## src/rtl/udma_term_pkg.sv

```systemverilog
package udma_term_pkg;

  typedef enum logic [2:0] {
    ST_IDLE = 3'd0,
    ST_HOLD = 3'd1,
    ST_WDEV = 3'd2,
    ST_CRC  = 3'd3,
    ST_REL  = 3'd4
  } term_st_e;

  // Length of the CRC window: both minimums are counted from the same edge.
  function automatic int crc_window(input int tmli, input int tdvs);
    int m;
    m = (tmli > tdvs) ? tmli : tdvs;
    return (m < 1) ? 1 : m;
  endfunction

  // A down-counter loaded with n-1 reaches zero after n edges.
  function automatic int load_of(input int n);
    return (n < 1) ? 0 : n - 1;
  endfunction

  // Width needed to hold values up to n.
  function automatic int width_for(input int n);
    return (n < 2) ? 1 : $clog2(n + 1);
  endfunction

endpackage

```

## src/rtl/udma_dcnt.sv

```systemverilog
module udma_dcnt #(
  parameter int W = 4
) (
  input  logic         clk,
  input  logic         rst_n,
  input  logic         load,
  input  logic [W-1:0] load_val,
  output logic         zero,
  output logic [W-1:0] val
);

  always_ff @(posedge clk or negedge rst_n) begin
    if (!rst_n)
      val <= '0;
    else if (load)
      val <= load_val;
    else if (val != '0)
      val <= val - 1'b1;
  end

  assign zero = (val == '0);

endmodule

```

## src/rtl/udma_term_fsm.sv

```systemverilog
module udma_term_fsm
  import udma_term_pkg::*;
(
  input  logic     clk,
  input  logic     rst_n,
  input  logic     term_req,
  input  logic     xfer_ack,
  input  logic     dev_gone,
  input  logic     ph_zero,
  input  logic     tmo_zero,
  output term_st_e state,
  output logic     take_req,
  output logic     ld_tmo,
  output logic     take_crc,
  output logic     tmo_hit
);

  term_st_e nxt;

  always_comb begin
    nxt      = state;
    take_req = 1'b0;
    ld_tmo   = 1'b0;
    take_crc = 1'b0;
    tmo_hit  = 1'b0;
    unique case (state)
      ST_IDLE: if (term_req && xfer_ack) begin
        take_req = 1'b1;
        nxt      = ST_HOLD;
      end
      ST_HOLD: if (ph_zero) begin
        ld_tmo = 1'b1;
        nxt    = ST_WDEV;
      end
      ST_WDEV: if (dev_gone) begin
        take_crc = 1'b1;
        nxt      = ST_CRC;
      end else if (tmo_zero) begin
        take_crc = 1'b1;
        tmo_hit  = 1'b1;
        nxt      = ST_CRC;
      end
      ST_CRC:  if (ph_zero) nxt = ST_REL;
      ST_REL:  nxt = ST_IDLE;
      default: nxt = ST_IDLE;
    endcase
  end

  always_ff @(posedge clk or negedge rst_n) begin
    if (!rst_n) state <= ST_IDLE;
    else        state <= nxt;
  end

endmodule

```

## src/rtl/udma_host_term.sv

```systemverilog
module udma_host_term
  import udma_term_pkg::*;
#(
  parameter int DW   = 16,
  parameter int TSS  = 3,
  parameter int TMLI = 4,
  parameter int TDVS = 5,
  parameter int TMO  = 24
) (
  input  logic          clk,
  input  logic          rst_n,
  input  logic          term_req,
  input  logic          xfer_ack,
  input  logic          xfer_strobe,
  input  logic          dmarq,
  input  logic          ddmardy_n,
  input  logic [DW-1:0] crc_in,
  output logic          hstrobe,
  output logic          stop,
  output logic          dmack_n,
  output logic [DW-1:0] dout,
  output logic          dout_oe,
  output logic          done,
  output logic          dev_timeout
);

  localparam int CRC_WAIT = crc_window(TMLI, TDVS);
  localparam int PH_MAX   = (TSS > CRC_WAIT) ? TSS : CRC_WAIT;
  localparam int PW       = width_for(PH_MAX);
  localparam int TW       = width_for(TMO);

  term_st_e      state;
  logic          take_req, ld_tmo, take_crc, tmo_hit;
  logic          ph_zero, tmo_zero, dev_gone, busy;
  logic          ph_load;
  logic [PW-1:0] ph_load_val, ph_val;
  logic [TW-1:0] tmo_val;
  logic          hs_q, err_q;
  logic [DW-1:0] crc_q;

  // Named events used by the checker
  assign dev_gone = !dmarq && ddmardy_n;
  assign busy     = (state != ST_IDLE);

  udma_term_fsm u_fsm (
    .clk      (clk),
    .rst_n    (rst_n),
    .term_req (term_req),
    .xfer_ack (xfer_ack),
    .dev_gone (dev_gone),
    .ph_zero  (ph_zero),
    .tmo_zero (tmo_zero),
    .state    (state),
    .take_req (take_req),
    .ld_tmo   (ld_tmo),
    .take_crc (take_crc),
    .tmo_hit  (tmo_hit)
  );

  // One phase counter serves the setup hold and the CRC window.
  assign ph_load     = take_req || take_crc;
  assign ph_load_val = take_req ? PW'(load_of(TSS)) : PW'(load_of(CRC_WAIT));

  udma_dcnt #(.W(PW)) u_ph (
    .clk      (clk),
    .rst_n    (rst_n),
    .load     (ph_load),
    .load_val (ph_load_val),
    .zero     (ph_zero),
    .val      (ph_val)
  );

  udma_dcnt #(.W(TW)) u_tmo (
    .clk      (clk),
    .rst_n    (rst_n),
    .load     (ld_tmo),
    .load_val (TW'(load_of(TMO))),
    .zero     (tmo_zero),
    .val      (tmo_val)
  );

  always_ff @(posedge clk or negedge rst_n) begin
    if (!rst_n) begin
      hs_q  <= 1'b0;
      crc_q <= '0;
      err_q <= 1'b0;
    end else begin
      if (take_req) hs_q <= xfer_strobe;
      if (take_crc) begin
        hs_q  <= 1'b1;
        crc_q <= crc_in;
      end
      if (tmo_hit) err_q <= 1'b1;
    end
  end

  assign hstrobe     = busy ? hs_q : xfer_strobe;
  assign stop        = (state == ST_WDEV) || (state == ST_CRC) || (state == ST_REL);
  assign dmack_n     = busy ? (state == ST_REL) : !xfer_ack;
  assign dout_oe     = (state == ST_CRC);
  assign dout        = dout_oe ? crc_q : '0;
  assign done        = (state == ST_REL);
  assign dev_timeout = err_q;

endmodule

```

## config.mk

```make
export PLATFORM = sky130hd
export DESIGN_NAME = udma_host_term
export DESIGN_NICKNAME = d
export VERILOG_FILES = /design/src/rtl/udma_term_pkg.sv /design/src/rtl/udma_dcnt.sv /design/src/rtl/udma_term_fsm.sv /design/src/rtl/udma_host_term.sv
export SDC_FILE = /design/constraint.sdc
export NUM_CORES = 1
export LEC_CHECK = 0
export BUFFER_PORTS_ARGS = -buffer_cell sky130_fd_sc_hd__clkbuf_2
export CAP_MARGIN = 5
export CORE_MARGIN = 5
export CORE_UTILIZATION = 51
export DETAILED_ROUTE_END_ITERATION = 8
export PLACE_DENSITY = 0.79
export SLEW_MARGIN = 20
export SYNTH_ARGS = -nofsm -noshare
export SYNTH_HDL_FRONTEND = slang
export SYNTH_SLANG_ARGS = --single-unit
```

## constraint.sdc

```tcl
create_clock -name clk -period 2.3 [get_ports clk]
set_input_delay 0.575 -clock clk [delete_from_list [all_inputs] [get_ports clk]]
set_output_delay 0.575 -clock clk [all_outputs]
set_load 0.005 [all_outputs]
```

==> results.cfg <==
[yosys]
synth_flop_cell = dfrtp_1
yosysTopAreaCellShare_pct = 47.8
seq_area_frac_synth_pct = 47.8
synth-async-reset-ratio_pct = 100
synth_edf_count = 0
synthTopCellsByArea = dfrtp_1 48%, mux2_4 16%, and3_1 7.0%
synth_top_family_by_area = multiplexers
synth-simple-area-share_pct = 17.3
synth_xor_xnor_area_share_pct = 1.73
synth_mux_area_share_pct = 18.6
syn-num-nets = 156
synth_seq_cells = 29
syn_inst = 130
synth_fa_ha_area_share_pct = 2.47
synth_warnings = 0
syn_area_sq_um = 1520
avgSynthCellArea_sq_um = 11.7
synth_cell_types = 37
synth-compound-area-share_pct = 7.25
synth_top_area_cell = dfrtp_1

[critical_path]
worstReg2RegStart = u_tmo.val[0]
startpoint = u_fsm.state[0]
rr_endpoint = crc_q[7]
start_kind = register
reg2reg_depth = 6
critPathRequiredTime_ns = 1.73
cp_max_fo = 9
crit_arrival_ns = 1.61
critPathKind = register to output port
regToRegSetupSlack_ns = 0.14
worstSetupEndpointType = output port

[global_routing]
antenna_found_initial = 0
grt_pass1_vias = 1248
gr-total-overflow = 0
grtUsageTotal_pct = 17.1
grt_start_max_net_pins = 30
grt_pass1_wl_microns = 5510

[final_layout]
seq_area_sq_um = 726
fin_area_sq_um = 1830
n_antenna_cell = 0
final_cell_mix = 44 x clkbuf_2, 29 x dfrtp_1, 17 x and3_1
fin_util_pct = 65.3
nets = 203
final_common_cell = clkbuf_2
fill_cells = 235
drive_gt1_share_pct = 43.3
syn_to_final_growth_pct = 20.6
multi_input_area_sq_um = 719

[run]
maxCapViolations = 0

[run_status]
outcome = complete, no violations

[power_and_ir_drop]
irDropWorstVdd_mv = 0.720
p_clk_share_pct = 13.6
p_comb_share_pct = 49.0
seqPwrFrac_pct = 37.4
p_sw_share_pct = 35.8
p_switching_uw = 927
p_per_area_nw_per_um2 = 1420
intPower_mw = 1.67
power.leakage_nw = 1.04

[timing]
max_freq_ghz = 0.457
hold_viol = 0
rsz0062_at_grt = no
whs_ns = 0.279
worst_slew_pin_slew_ns = 0.703
finClkSkew_ns = 0.00635
post-route-period-util_pct = 95.1
period_minus_slack_ns = 2.19
setup_tns_ns = 0
relSlewSlack_pct = 53.2
setup_viol = 0
slew_viol_final = 0

[route]
vias = 1152
vias_per_cell = 5.51
first_pass_iters = 4
drt_iter0_drc = 58
drt-total-wl_microns = 3150
ant_nets = 0
remaining_drc_errors = 0
wl_per_cell_microns = 15.1

[clock_network]
clockBufferDepth = 2
cts_resized = 0
postCtsHoldBufs = 0
clk_latency_ns = 0.33
cts_tree = done
path_clk_slew_ns = 0.09
cts_made_buffers = 5
cts_root_buf = clkbuf_4
cts.sinks = 29
htree_levels = 2
cts_setup_buffers = 0

[die]
rows = 19
die-area_sq_um = 4170
die_h_microns = 64.6
io_pins = 45
die_w_microns = 64.6
fp.coreArea_sq_um = 2810
start_util_pct = 54.1

[placed_design]
numPortBuffers = 44
placed_area_sq_um = 1760
place_congestion = 0.723
dp_hpwl_microns = 2360

[worst_hold_path]
hold_path.class = primary input to async pin
cell families (layout without fill, tap and decap cells):
logic type | Yosys count | in the layout
xor+xnor | 3 | 3
simple gates | 44 | 44
mux | 20 | 20
flops | 29 | 29
compound gates | 16 | 16
buf+inv | 15 | 63
fa+ha+maj | 3 | 3
worst max-delay path, stage by stage, from the launching register on:
cell and delay, ns:
dfrtp_1 0.49, nor3_1 0.32, mux2_2 0.37, clkbuf_2 0.11
worst max-delay path by stage:
stage,endpoint,slack [ns],depth (start not counted)
after floorplan,dout[10],0.51,5
after global placement,crc_q[14],0.26,6
after detailed placement,crc_q[7],0.15,6
after CTS,hstrobe,0.09,3
after global routing,hstrobe,0.006,3
final,hstrobe,0.11,3
power by group through the flow:
stage	Clock [mW]	Sequential, mW	Combinational, mW
after global routing	0.389	1.00	1.43
after detailed placement	0	0.972	1.29
after global placement	0	0.953	1.22
after floorplan	0	0.896	0.955
final	0.353	0.969	1.27
after CTS	0.361	0.969	1.29
metal layers:
layer  GRT usage [%]  up-vias  routed length, microns
li1                -      548                       -
met1            19.1      557                    1280
met2            30.5       43                    1590
met3            6.22        4                     262
met4            4.75        0                      22
met5               0        -                       0
metrics by stage:
| stage | worst slack [ns] | power (mW) | instances |
|---|---|---|---|
| after floorplan | 0.510 | 1.85 | 130 |
| after global placement | 0.257 | 2.18 | 201 |
| after detailed placement | 0.154 | 2.26 | 201 |
| after CTS | 0.0935 | 2.62 | 209 |
| after global routing | 0.00590 | 2.81 | 209 |
| final | 0.112 | 2.59 | 209 |
registers in the layout (all words and copies together) (netlist names):
register	count
hs_q	1
u_ph.val	3
crc_q	16
u_fsm.state	3
dev_timeout	1
u_tmo.val	5
Yosys cell counts (2+ instances only):
cell	n
nor2_1	7
nor3_1	2
a21o_1	3
inv_1	7
mux2_4	16
xnor2_1	3
buf_6	2
mux2i_1	2
clkbuf_1	5
nand2_1	6
dfrtp_1	29
nand2b_1	2
ha_1	3
and3_1	17
a21oi_1	4
final cells by class:
class,count,share of cell area (%)
Clock buffer,7,3.55
Clock inverter,1,0.273
Inverter,7,1.44
Multi-Input combinational cell,86,39.3
Sequential cell,29,39.6
Tap cell,31,2.12
Timing Repair Buffer,48,13.7
(Power assumes the default switching activity.)
